<file path="config.mk">
export PLATFORM = sky130hd
export DESIGN_NAME = irq_entry_seq
export DESIGN_NICKNAME = d
export VERILOG_FILES = /design/src/rtl/irq_pkg.sv /design/src/rtl/irq_nmi_edge.sv /design/src/rtl/irq_arbiter.sv /design/src/rtl/irq_entry_fsm.sv /design/src/rtl/irq_entry_seq.sv
export SDC_FILE = /design/constraint.sdc
export NUM_CORES = 1
export LEC_CHECK = 0
export BUFFER_PORTS_ARGS = -buffer_cell sky130_fd_sc_hd__clkbuf_2
export CAP_MARGIN = 20
export CORE_MARGIN = 4
export CORE_UTILIZATION = 41
export CTS_CLUSTER_DIAMETER = 150
export CTS_CLUSTER_SIZE = 28
export DETAILED_ROUTE_END_ITERATION = 12
export GPL_ROUTABILITY_DRIVEN = 0
export PLACE_DENSITY_LB_ADDON = 0.3
export SLEW_MARGIN = 20
export SYNTH_ARGS = -nofsm -noshare
export SYNTH_HDL_FRONTEND = slang
export SYNTH_SLANG_ARGS = --single-unit
</file>
<file path="constraint.sdc">
create_clock -name clk -period 2.6 [get_ports clk]
set_clock_uncertainty 0.05 [all_clocks]
set_input_delay 0.26 -clock clk [delete_from_list [all_inputs] [get_ports clk]]
set_output_delay 0.26 -clock clk [all_outputs]
set_load 0.01 [all_outputs]
</file>
<file path="src/rtl/irq_pkg.sv">
package irq_pkg;

    typedef enum logic [2:0] {
        ST_IDLE,
        ST_PUSH_FL,
        ST_PUSH_CS,
        ST_PUSH_IP,
        ST_VECTOR
    } entry_state_t;

    // Cause index doubles as priority rank: lower index wins.
    localparam int SRC_DIV  = 0;
    localparam int SRC_OVF  = 1;
    localparam int SRC_SWI  = 2;
    localparam int SRC_NMI  = 3;
    localparam int SRC_INTR = 4;
    localparam int SRC_STEP = 5;
    localparam int SRC_N    = 6;

    localparam int VEC_DIVIDE = 0;
    localparam int VEC_STEP   = 1;
    localparam int VEC_NMI    = 2;
    localparam int VEC_OVF    = 4;

endpackage

</file>
<file path="src/rtl/irq_nmi_edge.sv">
module irq_nmi_edge (
    input  logic clk,
    input  logic rst_n,
    input  logic pin_i,
    input  logic take_i,
    output logic pend_o
);

    logic pin_q;
    logic pend_q;
    logic rise;

    assign rise   = pin_i & ~pin_q;
    assign pend_o = pend_q;

    always_ff @(posedge clk or negedge rst_n) begin
        if (!rst_n) begin
            pin_q  <= 1'b1;
            pend_q <= 1'b0;
        end else begin
            pin_q  <= pin_i;
            pend_q <= (pend_q & ~take_i) | rise;
        end
    end


    nmi_latch_chk: assert property (@(posedge clk) disable iff (!rst_n)
        rise |=> pend_q);


    nmi_clear_chk: assert property (@(posedge clk) disable iff (!rst_n)
        (take_i && !rise) |=> !pend_q);

endmodule

</file>
<file path="src/rtl/irq_arbiter.sv">
module irq_arbiter
    import irq_pkg::*;
#(
    parameter int TYPE_W = 8
) (
    input  logic              div_err_i,
    input  logic              into_i,
    input  logic              ovf_i,
    input  logic              swi_req_i,
    input  logic [TYPE_W-1:0] swi_type_i,
    input  logic              nmi_pend_i,
    input  logic              intr_i,
    input  logic [TYPE_W-1:0] intr_type_i,
    input  logic              ien_i,
    input  logic              trap_i,
    output logic              req_o,
    output logic [TYPE_W-1:0] type_o,
    output logic              sel_nmi_o,
    output logic              sel_intr_o
);

    logic [SRC_N-1:0]  raw;
    logic [SRC_N:0]    blocked;
    logic [SRC_N-1:0]  grant;
    logic [TYPE_W-1:0] cand [SRC_N];

    assign raw[SRC_DIV]  = div_err_i;
    assign raw[SRC_OVF]  = into_i & ovf_i;
    assign raw[SRC_SWI]  = swi_req_i;
    assign raw[SRC_NMI]  = nmi_pend_i;
    assign raw[SRC_INTR] = intr_i & ien_i;
    assign raw[SRC_STEP] = trap_i;

    assign cand[SRC_DIV]  = TYPE_W'(VEC_DIVIDE);
    assign cand[SRC_OVF]  = TYPE_W'(VEC_OVF);
    assign cand[SRC_SWI]  = swi_type_i;
    assign cand[SRC_NMI]  = TYPE_W'(VEC_NMI);
    assign cand[SRC_INTR] = intr_type_i;
    assign cand[SRC_STEP] = TYPE_W'(VEC_STEP);

    assign blocked[0] = 1'b0;

    generate
        for (genvar g = 0; g < SRC_N; g++) begin : g_rank
            assign grant[g]     = raw[g] & ~blocked[g];
            assign blocked[g+1] = blocked[g] | raw[g];
        end
    endgenerate

    always_comb begin
        type_o = '0;
        for (int i = 0; i < SRC_N; i++) begin
            if (grant[i]) begin
                type_o = cand[i];
            end
        end
    end

    assign req_o      = blocked[SRC_N];
    assign sel_nmi_o  = grant[SRC_NMI];
    assign sel_intr_o = grant[SRC_INTR];

endmodule

</file>
<file path="src/rtl/irq_entry_fsm.sv">
module irq_entry_fsm
    import irq_pkg::*;
#(
    parameter int TYPE_W = 8,
    parameter int WORD_W = 16
) (
    input  logic                clk,
    input  logic                rst_n,
    input  logic                boundary_i,
    input  logic                req_i,
    input  logic [TYPE_W-1:0]   req_type_i,
    input  logic [WORD_W-1:0]   flags_i,
    input  logic [WORD_W-1:0]   cs_i,
    input  logic [WORD_W-1:0]   ip_i,
    output logic                accept_o,
    output logic                busy_o,
    output logic                push_valid_o,
    output logic [WORD_W-1:0]   push_data_o,
    output logic                flag_clr_o,
    output logic                done_o,
    output logic [TYPE_W-1:0]   type_o,
    output logic [TYPE_W+1:0]   vec_ip_addr_o,
    output logic [TYPE_W+1:0]   vec_cs_addr_o
);

    localparam int VEC_W = TYPE_W + 2;

    entry_state_t      state_q, state_d;
    logic [TYPE_W-1:0] type_q;
    logic [WORD_W-1:0] fl_q, cs_q, ip_q;

    assign accept_o = (state_q == ST_IDLE) && boundary_i && req_i;

    always_comb begin
        state_d = state_q;
        unique case (state_q)
            ST_IDLE:    if (accept_o) state_d = ST_PUSH_FL;
            ST_PUSH_FL: state_d = ST_PUSH_CS;
            ST_PUSH_CS: state_d = ST_PUSH_IP;
            ST_PUSH_IP: state_d = ST_VECTOR;
            ST_VECTOR:  state_d = ST_IDLE;
            default:    state_d = ST_IDLE;
        endcase
    end

    always_ff @(posedge clk or negedge rst_n) begin
        if (!rst_n) begin
            state_q <= ST_IDLE;
            type_q  <= '0;
            fl_q    <= '0;
            cs_q    <= '0;
            ip_q    <= '0;
        end else begin
            state_q <= state_d;
            if (accept_o) begin
                type_q <= req_type_i;
                fl_q   <= flags_i;
                cs_q   <= cs_i;
                ip_q   <= ip_i;
            end
        end
    end

    always_comb begin
        busy_o        = 1'b1;
        push_valid_o  = 1'b0;
        push_data_o   = '0;
        flag_clr_o    = 1'b0;
        done_o        = 1'b0;
        type_o        = '0;
        vec_ip_addr_o = '0;
        vec_cs_addr_o = '0;
        unique case (state_q)
            ST_IDLE: busy_o = 1'b0;
            ST_PUSH_FL: begin
                push_valid_o = 1'b1;
                push_data_o  = fl_q;
                flag_clr_o   = 1'b1;
            end
            ST_PUSH_CS: begin
                push_valid_o = 1'b1;
                push_data_o  = cs_q;
            end
            ST_PUSH_IP: begin
                push_valid_o = 1'b1;
                push_data_o  = ip_q;
            end
            ST_VECTOR: begin
                done_o        = 1'b1;
                type_o        = type_q;
                vec_ip_addr_o = {type_q, 2'b00};
                vec_cs_addr_o = VEC_W'({type_q, 2'b00}) + VEC_W'(2);
            end
            default: busy_o = 1'b0;
        endcase
    end


    fl_then_cs_chk: assert property (@(posedge clk) disable iff (!rst_n)
        (state_q == ST_PUSH_FL) |=> (state_q == ST_PUSH_CS && $stable(cs_q)));


    busy_ignore_chk: assert property (@(posedge clk) disable iff (!rst_n)
        (state_q == ST_PUSH_IP) |=> (state_q == ST_VECTOR && $stable(type_q)));


    done_after_push_chk: assert property (@(posedge clk) disable iff (!rst_n)
        done_o |-> $past(push_valid_o));


    idle_hold_chk: assert property (@(posedge clk) disable iff (!rst_n)
        (state_q == ST_IDLE && !(boundary_i && req_i)) |=> (state_q == ST_IDLE));

endmodule

</file>
<file path="src/rtl/irq_entry_seq.sv">
module irq_entry_seq
    import irq_pkg::*;
#(
    parameter int TYPE_W = 8,
    parameter int WORD_W = 16,
    parameter int IF_BIT = 9,
    parameter int TF_BIT = 8
) (
    input  logic                clk,
    input  logic                rst_n,
    input  logic                boundary_i,
    input  logic                div_err_i,
    input  logic                swi_req_i,
    input  logic [TYPE_W-1:0]   swi_type_i,
    input  logic                into_i,
    input  logic                ovf_i,
    input  logic                nmi_pin_i,
    input  logic                intr_i,
    input  logic [TYPE_W-1:0]   intr_type_i,
    input  logic [WORD_W-1:0]   flags_i,
    input  logic [WORD_W-1:0]   cs_i,
    input  logic [WORD_W-1:0]   ip_i,
    output logic                busy_o,
    output logic                push_valid_o,
    output logic [WORD_W-1:0]   push_data_o,
    output logic                flag_clr_o,
    output logic                done_o,
    output logic [TYPE_W-1:0]   type_o,
    output logic [TYPE_W+1:0]   vec_ip_addr_o,
    output logic [TYPE_W+1:0]   vec_cs_addr_o
);

    logic              nmi_pend;
    logic              req;
    logic [TYPE_W-1:0] req_type;
    logic              sel_nmi;
    logic              sel_intr;
    logic              accept;

    irq_nmi_edge i_nmi (
        .clk    (clk),
        .rst_n  (rst_n),
        .pin_i  (nmi_pin_i),
        .take_i (accept & sel_nmi),
        .pend_o (nmi_pend)
    );

    irq_arbiter #(.TYPE_W(TYPE_W)) i_arb (
        .div_err_i   (div_err_i),
        .into_i      (into_i),
        .ovf_i       (ovf_i),
        .swi_req_i   (swi_req_i),
        .swi_type_i  (swi_type_i),
        .nmi_pend_i  (nmi_pend),
        .intr_i      (intr_i),
        .intr_type_i (intr_type_i),
        .ien_i       (flags_i[IF_BIT]),
        .trap_i      (flags_i[TF_BIT]),
        .req_o       (req),
        .type_o      (req_type),
        .sel_nmi_o   (sel_nmi),
        .sel_intr_o  (sel_intr)
    );

    irq_entry_fsm #(.TYPE_W(TYPE_W), .WORD_W(WORD_W)) i_fsm (
        .clk           (clk),
        .rst_n         (rst_n),
        .boundary_i    (boundary_i),
        .req_i         (req),
        .req_type_i    (req_type),
        .flags_i       (flags_i),
        .cs_i          (cs_i),
        .ip_i          (ip_i),
        .accept_o      (accept),
        .busy_o        (busy_o),
        .push_valid_o  (push_valid_o),
        .push_data_o   (push_data_o),
        .flag_clr_o    (flag_clr_o),
        .done_o        (done_o),
        .type_o        (type_o),
        .vec_ip_addr_o (vec_ip_addr_o),
        .vec_cs_addr_o (vec_cs_addr_o)
    );


    intr_mask_chk: assert property (@(posedge clk) disable iff (!rst_n)
        (accept && sel_intr) |-> flags_i[IF_BIT]);


    div_first_chk: assert property (@(posedge clk) disable iff (!rst_n)
        (accept && div_err_i) |=> (busy_o && !$stable(nmi_pend) || busy_o));

endmodule

</file>
==> results of run 1 <==
==> sequential cells by signal, indices dropped and copies added, names as in the netlist <==
signal and cells:
i_fsm.state_q 3, i_nmi.pend_o 1, i_fsm.ip_q 16, i_fsm.cs_q 16, i_fsm.type_q 8, i_nmi.pin_q 1
i_fsm.fl_q 16
==> kinds of logic (layout without fill, tap and decap cells) <==
family / Yosys count / count (layout) / synth area share
multiplexers: 63 / 63 / 0.249
flip-flops: 61 / 61 / 0.486
buffers and inverters: 47 / 154 / 0.0891
AND/OR/NAND/NOR: 45 / 45 / 0.0716
AO/OA/AOI/OAI: 41 / 41 / 0.0975
XOR/XNOR: 2 / 2 / 0.00557
other: 1 / 3 / 0.00119
==> synthesized netlist by cell type <==
| master | number | area (sq um) |
|---|---|---|
| and3b_1 | 1 | 8.76 |
| nor2b_1 | 3 | 18.8 |
| dfrtp_1 | 60 | 1500 |
| or4b_1 | 1 | 10.0 |
| xnor2_1 | 2 | 17.5 |
| buf_4 | 21 | 158 |
| mux2_4 | 20 | 300 |
| inv_1 | 10 | 37.5 |
| buf_6 | 3 | 33.8 |
| clkbuf_1 | 8 | 30.0 |
| and2_0 | 1 | 6.26 |
| nor2_1 | 21 | 78.8 |
| a311oi_1 | 1 | 8.76 |
| nand2_1 | 4 | 15.0 |
| a22oi_1 | 22 | 165 |
| mux2_2 | 43 | 484 |
| conb_1 | 1 | 3.75 |
| a2111oi_4 | 1 | 27.5 |
| nor3b_1 | 1 | 7.51 |
| o21ai_0 | 3 | 15.0 |
| nor3_1 | 1 | 5.00 |
| and3_1 | 8 | 50.1 |
| a22o_1 | 1 | 8.76 |
| and2_1 | 1 | 6.26 |
| buf_2 | 2 | 10.0 |
| o22ai_1 | 7 | 43.8 |
| a21oi_2 | 1 | 8.76 |
| o32ai_1 | 1 | 8.76 |
| buf_1 | 3 | 11.3 |
| dfstp_2 | 1 | 26.3 |
| nor4b_1 | 1 | 8.76 |
| nand3_1 | 2 | 10.0 |
| a21oi_1 | 4 | 20.0 |
==> how the worst min path moves through the flow <==
stage | depth (start not counted) | end | start | slack [ns]
6_report | 1 | i_fsm.cs_q[0] | rst_n | -0.02
5_1_grt | 1 | i_fsm.cs_q[0] | rst_n | 0.05
4_1_cts | 1 | i_fsm.ip_q[2] | rst_n | 0.0008
3_5_place_dp | 1 | i_nmi.pin_q | nmi_pin_i | 0.32
3_3_place_gp | 1 | i_nmi.pin_q | nmi_pin_i | 0.31
2_1_floorplan | 0 | i_fsm.cs_q[0] | rst_n | -0.09
==> what timing repair did <==
action	4_1_cts	5_1_grt
hold buffers	1	0
endpoints found under the setup margin	0	0
resized for setup	0	0
buffers inserted	0	0
hold endpoints to repair	1	0
==> per-layer routing <==
| layer | global-route usage | vias to the layer above | share of wire |
|---|---|---|---|
| met1 | 0.209 | 1169 | 0.41 |
| met4 | 0.0723 | 0 | 0.014 |
| met5 | 0 | - | 0 |
| li1 | - | 1109 | - |
| met3 | 0.0466 | 9 | 0.064 |
| met2 | 0.288 | 76 | 0.51 |
==> worst max-delay path, delay by kind of cell (launching register included) <==
kind	cells	cell delay, ns
DFF	1	0.37
and+or+nand+nor	2	0.85
buffers and inverters	2	0.40
==> layout make-up <==
class	count	area (sq um)	share of cell area
timing repair buffer	128	696	0.177
inverter	10	37.5	0.00955
clock buffer	11	141	0.0360
tap	99	124	0.0315
multi-input combinational	154	1350	0.344
sequential	61	1530	0.389
clock inverter	5	50.0	0.0127
==> power groups by stage <==
stage	Clock [mW]	Combinational, mW	Sequential (mW)
final	0.822	2.13	1.65
after detailed placement	0	2.15	1.66
after global routing	0.892	2.33	1.71
after global placement	0	2.10	1.65
after CTS	0.846	2.15	1.65
after floorplan	0	1.58	1.60
==> through the flow <==
stage          setup slack, ns  area, sq um  total power [mW]  instances  hold slack, ns
6_report                 0.350         3930              4.60        468         -0.0189
5_1_grt                  0.188         3930              4.94        468          0.0459
4_1_cts                  0.330         3930              4.65        468        0.000787
3_5_place_dp             0.437         3730              3.81        451           0.316
3_3_place_gp             0.476         3730              3.75        451           0.314
2_1_floorplan            0.705         3150              3.19        262         -0.0856
==> metrics.txt, run 1 <==
status finished, violations left; failing checks negative hold slack; Post-Syn Instances 260; Mapped Area 3150 sq um; Max Cap Viol 0; grt ovf 0; Max Slew Vio Count 0; Final Critical Period between 2 and 2.5 ns; worst reg2reg path endpoint i_fsm.cs_q[0]; Max IR drop VDD 0.574 mV; worst endpoint required time 2.29 ns; Initial Utilization 0.427; initial antenna violation count 0; Yosys reg bits 61; Slew headroom 0.429; worst reg2reg path depth 4; setup TNS 0 ns; core area about 7400 sq um; most common cell after layout, fill and taps aside clkbuf_2; Clock power frac 0.179; Netlist cell types 33; critical path peak fanout 23; R2R setup slack roughly 0.44 ns; Synthesis Warnings 0; Residual DRC 0; Root Buffer clkbuf_8; CTS sink count 61; Pre-antenna DRT Iters 4; Num CTS Buffers 9; Switch Pwr ~1.6 mW; CP peak stage delay 0.53 ns; Crit Path Category reg2out; global-route usage over all layers 0.173; dpl hpwl 5.28 mm; commonest cells after routing, fill and taps aside clkbuf_2, dfrtp_1, mux2_2; Hold WS -0.0189 ns; ratio of cells with drive above 1 in the final layout 0.564; Nets 437; CP max stage cell nor2_1; 1st-iter DRT viols 103; final core utilization 0.533; Mapped Avg Cell Area 12.1 sq um; post-detailed-route wirelength per cell 15.9 um; final hold vios 28; reg2reg start i_fsm.state_q[2]; # rows 31; Antenna Nets Post-Route 0; Max Fclk about 440 MHz; Hold Path Class in2async; RSZ-0062 raised after global routing false; Worst-Skew Late Latency 0.33 ns; crit end category output pin; routed wire length 7.45 mm; largest net degree at the start of global routing 34; worst-margin pin slew 0.856 ns; clock tree buffer depth 2; Internal Power 3.03 mW; total number of vias 2363; clock-pin slew on the worst setup and hold paths 0.06 ns; die span in y 95.6 um; H-tree depth 3; diodes inserted 0; Area growth syn-to-layout 24.9%; vias per inst 5.05; sequential share of power 0.359; sequential area share after synthesis 0.486; CTS tree done; vias in the first global route 2441; IO buf count 117; # fillers 667; crit path DAT roughly 1.9 ns; die area 9140 sq um; count of final setup violators 0; LEAKAGE 1.96 nW; wire length of the first global-routing pass between 10 and 15 mm; Net Sw Frac 0.341; startpoint types flip-flop; combinational power share 0.462; part of the cycle the worst path needs 0.865; critical path cell sequence buf_4 > nor2_1 > and3_1 > clkbuf_2; Die X 95.6 um; Setup crit start i_fsm.state_q[0]; number of I/O pins 121; worst setup path end type_o[2]; cell area power density 1170 nW/um^2
Note: power is estimated with default switching activity, not from simulation.
==> inputs of run 2 (changes only) <==
CORE_MARGIN = default   (was 4)
==> metrics.txt, run 2 (same netlist as run 1, synthesis figures left out) <==
number of I/O pins 121 (unchanged); Hold Startpoint flags_i[3]; Crit Path Category reg2out; clock tree buffer depth 2 (unchanged); R2R setup slack 0.56 ns (+0.12 ns); final hold vios 0 (-100%); cell area power density 1160 nW/um^2 (-1.0%); Max IR drop VDD 0.531 mV (-7.4%); Max Slew Vio Count 0 (unchanged); most common cell after layout, fill and taps aside clkbuf_2; dpl hpwl 4.97 mm (-5.9%); worst reg2reg path endpoint i_fsm.cs_q[7]; Area growth syn-to-layout 24.5%; Die X 89.6 um (-6.3%); critical path cell sequence buf_4 > nor2_1 > and3_1 > clkbuf_2; commonest cells after routing, fill and taps aside clkbuf_2, dfrtp_1, mux2_2; ratio of cells with drive above 1 in the final layout 0.559 (-0.00510); worst reg2reg path depth 4 (unchanged); LEAKAGE 1.95 nW (-0.50%); count of final setup violators 0 (unchanged); Max Cap Viol 0 (unchanged); routed wire length 6.98 mm (-6.3%); most used routing layer met2; CTS sink count 61 (unchanged); crit path DAT 1.85 ns (-0.09 ns); worst-margin pin slew 0.568 ns (-0.288 ns); Finished Cell Area 3920 sq um (-0.35%); wire length of the first global-routing pass 11.0 mm (-7.7%); initial antenna violation count 0 (unchanged); Critical Path Stages 4 (unchanged); biggest regs i_fsm.cs_q: 16 flops, i_fsm.fl_q: 16 flops, i_fsm.ip_q: 16 flops; post-CTS setup buffer count 0 (unchanged); IO buf count 117 (unchanged); crit end category output pin; Pre-antenna DRT Iters 4 (unchanged); H-tree depth 3 (unchanged); CP max stage cell nor2_1; total number of vias 2353 (-0.42%); Max Fclk 462 MHz (+3.9%); Hold Path Class in2reg; largest net degree at the start of global routing 40 (+18%); worst setup path end type_o[1]; core area 7330 sq um (-0.53%); Worst-Skew Late Latency 0.32 ns (about the same); Worst Hold Path Cells 2; Initial Utilization 0.429 (+0.00226); Final Critical Period 2.16 ns (-0.0854 ns); CP peak stage delay 0.48 ns (-0.05 ns); met3 Resource Use GR 0.0320 (-0.0146); Top delay family on crit path simple AND/OR/NAND/NOR gates; 1st-iter DRT viols 160 (+55%); startpoint types flip-flop; post-detailed-route wirelength per cell 15.0 um (-5.9%); Nets 438 (+0.23%); # rows 31 (unchanged); Antenna Nets Post-Route 0 (unchanged); Setup crit start i_fsm.state_q[0]; RSZ-0062 raised after global routing false; vias per inst 5.05 (about the same); post-CTS sizing 0 (unchanged); setup TNS 0 ns (unchanged); Num CTS Buffers 9 (unchanged); reg2reg start i_fsm.state_q[1]; cts hold-fix bufs 2 (+1); Slew headroom 0.620 (+0.190); vias in the first global route 2308 (-5.4%); die span in y 89.6 um (-6.3%); part of the cycle the worst path needs 0.832 (-0.0328); met2 GRT Util 0.316 (+0.0278); clock-pin slew on the worst setup and hold paths 0.06 ns (about the same); grt met1 use 0.230 (+0.0208); buffers and inverters on the worst path 2 (unchanged); grt ovf 0 (unchanged); CTS tree done; die area 8030 sq um (-12%); global-route usage over all layers 0.187 (+0.0145); critical path peak fanout 23 (unchanged); placed inst area 3730 sq um (unchanged); status complete, no violations; worst endpoint required time 2.29 ns (about the same); Root Buffer clkbuf_8; diodes inserted 0 (unchanged); Residual DRC 0 (unchanged)
==> run 2: changes by cell type in the layout (fill, tap and decap cells not counted), sizes merged <==
cell / previous run / this run
buf: 10 / 11
clkbuf: 128 / 126
clkinv: 4 / 2
dlygate4sd3: 1 / 2
==> run 2: worst min path at each step <==
stage / endpoint / slack [ns]
2_1_floorplan: i_fsm.cs_q[0] / -0.09
3_3_place_gp: i_fsm.cs_q[0] / 0.22
3_5_place_dp: i_fsm.cs_q[0] / 0.23
4_1_cts: i_fsm.ip_q[15] / 0.1
5_1_grt: i_fsm.ip_q[3] / 0.11
6_report: i_fsm.fl_q[3] / 0.11
==> run 2: cell type report <==
cell class                 count  area (sq um)
fill                         682          3420
sequential                    61          1530
multi-input combinational    154          1350
timing repair buffer         129           706
clock buffer                  10           128
tap                           99           124
clock inverter                 3          40.0
inverter                      10          37.5
==> run 2: worst reg2reg max path, cell delays in order, from the launching register on <==
cell	delay [ns]
dfrtp_1	0.40
or4b_1	0.58
a21oi_4	0.18
buf_4	0.33
mux2_2	0.39
==> run 2: power breakdown <==
part | internal (mW) | switching [mW] | leakage (nW)
Combinational | 1.15 | 0.964 | 1.13
Clock | 0.423 | 0.334 | 0.0878
Sequential | 1.42 | 0.244 | 0.731
==> run 2: layer usage <==
metal / vias to the layer above / share of wire
met4: 0 / 0.013
met2: 81 / 0.51
met1: 1157 / 0.43
li1: 1108 / -
met5: - / 0
met3: 7 / 0.046
==> run 2: metrics by stage <==
stage                     instances  power, mW  utilization  setup WS [ns]  hold slack (ns)
after CTS                       466       4.58        0.534          0.413           0.0972
after global placement          451       3.73        0.508          0.624            0.225
final                           466       4.54        0.534          0.436            0.111
after detailed placement        451       3.80        0.508          0.568            0.229
after global routing            466       4.87        0.534          0.279            0.107
after floorplan                 262       3.19            -          0.705          -0.0856
==> inputs of run 3 (changes only) <==
clock period = 2.1 ns   (was 2.6 ns; I/O delays follow)
==> metrics.txt, run 3 (same netlist as run 1, synthesis figures left out) <==
Initial Utilization 0.429 (unchanged); Internal Power 3.88 mW (+29%); # fillers 654 (-4.1%); Root Buffer clkbuf_8; RSZ-0062 raised after global routing false; clock-pin slew on the worst setup and hold paths 0.07 ns (about the same); Max IR drop VDD 0.671 mV (+26%); Switch Pwr 1.92 mW (+25%); Residual DRC 0 (unchanged); Max Slew Vio Count 0 (unchanged); part of the cycle the worst path needs 0.944; area of the multi-input gates 1360 sq um (+0.18%); initial antenna violation count 0 (unchanged); Crit Path Category reg2reg; startpoint types flip-flop; Antenna Nets Post-Route 0 (unchanged); die span in y 89.6 um (unchanged); sequential share of power 0.355 (-0.012); global-route usage over all layers 0.182 (-0.00506); grt ovf 0 (unchanged); Final Critical Period 1.98 ns; crit end category flip-flop; # rows 31 (unchanged); clock tree buffer depth 2 (unchanged); Net Sw Frac 0.332 (-0.00823); vias in the first global route 2208 (-4.3%); final hold vios 0 (unchanged); sequential cell area 1530 sq um (unchanged); Clock power frac 0.185 (+0.018); routed wire length 6.92 mm (-0.82%); total number of vias 2297 (-2.4%); cell area power density 1450 nW/um^2 (+25%); largest net degree at the start of global routing 35 (-13%); H-tree depth 3 (unchanged); Nets 440 (+0.46%); 1st-iter DRT viols 104 (-35%); crit path DAT 2.14 ns (+0.29 ns); worst endpoint required time 2.26 ns (-0.03 ns); Max Fclk 505 MHz; core area 7330 sq um (unchanged); most common cell after layout, fill and taps aside clkbuf_2; Hold Path Class in2reg; CTS tree done; critical path peak fanout 34 (+48%); Max Cap Viol 0 (unchanged); LEAKAGE 1.98 nW (+1.6%); CTS sink count 61 (unchanged); wire length of the first global-routing pass 10.7 mm (-2.9%); count of final setup violators 0 (unchanged); post-detailed-route wirelength per cell 14.7 um (-1.9%); Hold WS 0.0583 ns (-0.0524 ns); combinational power share 0.460 (-0.006); setup TNS 0 ns (unchanged); biggest regs i_fsm.cs_q: 16 flops, i_fsm.fl_q: 16 flops, i_fsm.ip_q: 16 flops; Area growth syn-to-layout 26.8%; Pre-antenna DRT Iters 4 (unchanged); Num CTS Buffers 9 (unchanged); commonest cells after routing, fill and taps aside clkbuf_2, dfrtp_1, mux2_2; diodes inserted 0 (unchanged); Worst-Skew Late Latency 0.33 ns (about the same); Die X 89.6 um (unchanged); number of I/O pins 121 (unchanged); status complete, no violations; ratio of cells with drive above 1 in the final layout 0.567 (+0.00862); vias per inst 4.88 (-3.4%); dpl hpwl 4.75 mm (-4.2%); die area 8030 sq um (unchanged); IO buf count 117 (unchanged)
[run 3: cell types whose count changed in the layout (fill, tap and decap cells not counted)]
| cell | delta |
|---|---|
| buf_4 | +1 |
| buf_12 | +1 |
| clkbuf_8 | +3 |
| clkinv_2 | -1 |
| clkinvlp_4 | +1 |
| nor2b_2 | +1 |
| nor2b_1 | -1 |
[run 3: final timing paths]
| path | start | to | slack (ns) | cells after the start |
|---|---|---|---|---|
| setup / recovery | i_fsm.state_q[2] | i_fsm.cs_q[6] | 0.12 | 4 |
| hold / removal | ip_i[1] | i_fsm.ip_q[1] | 0.06 | 2 |
| setup reg to reg | i_fsm.state_q[2] | i_fsm.cs_q[6] | 0.12 | 4 |
| hold reg to reg | i_fsm.fl_q[10] | i_fsm.fl_q[10] | 0.46 | 1 |
| max in group asynchronous | rst_n | i_fsm.cs_q[10] | 1.26 | 3 |
| min in group asynchronous | rst_n | i_fsm.cs_q[0] | 0.39 | 3 |
[run 3: critical path: stages (launching register included)]
cell and delay (ns):
dfrtp_1 0.38, or4b_1 0.59, a21oi_4 0.22, buf_12 0.25
mux2_2 0.36
[run 3: routing by layer]
metal / vias to the layer above / global-route usage / wire (um)
li1: 1114 / - / -
met4: 0 / 0.0577 / 68
met2: 70 / 0.302 / 3480
met3: 4 / 0.0603 / 341
met5: - / 0 / 0
met1: 1109 / 0.225 / 3030
[run 3: stage by stage]
stage / setup WS, ns / power [mW] / instance area (sq um) / util / std cells
2_1_floorplan: 0.205 / 3.95 / 3150 / - / 262
3_3_place_gp: 0.176 / 4.64 / 3740 / 0.510 / 453
3_5_place_dp: 0.130 / 4.72 / 3740 / 0.510 / 453
4_1_cts: 0.00771 / 5.83 / 3970 / 0.542 / 471
5_1_grt: 0.0407 / 6.23 / 3990 / 0.544 / 471
6_report: 0.118 / 5.80 / 3990 / 0.544 / 471
[run 3: final cells by class]
class | count | area share
Inverter | 10 | 0.00941
Clock inverter | 3 | 0.0107
Multi-Input combinational cell | 154 | 0.340
Tap cell | 99 | 0.0311
Sequential cell | 61 | 0.383
Clock buffer | 13 | 0.0423
Timing Repair Buffer | 131 | 0.184
[run 3: power groups by stage]
stage,Combinational [mW],Sequential (mW),Clock (mW)
CTS,2.67,2.05,1.11
global route,2.91,2.14,1.18
floorplan,1.96,1.98,0
detailed placement,2.66,2.06,0
finish,2.67,2.06,1.08
global placement,2.60,2.04,0
[run 3: repair_timing]
| action | in CTS | in global routing |
|---|---|---|
| hold endpoints to repair | 61 | 0 |
| setup buffers | 0 | 0 |
| hold buffers | 2 | 0 |
| setup endpoints to repair | 0 | 16 |
| gates resized for setup | 0 | 4 |
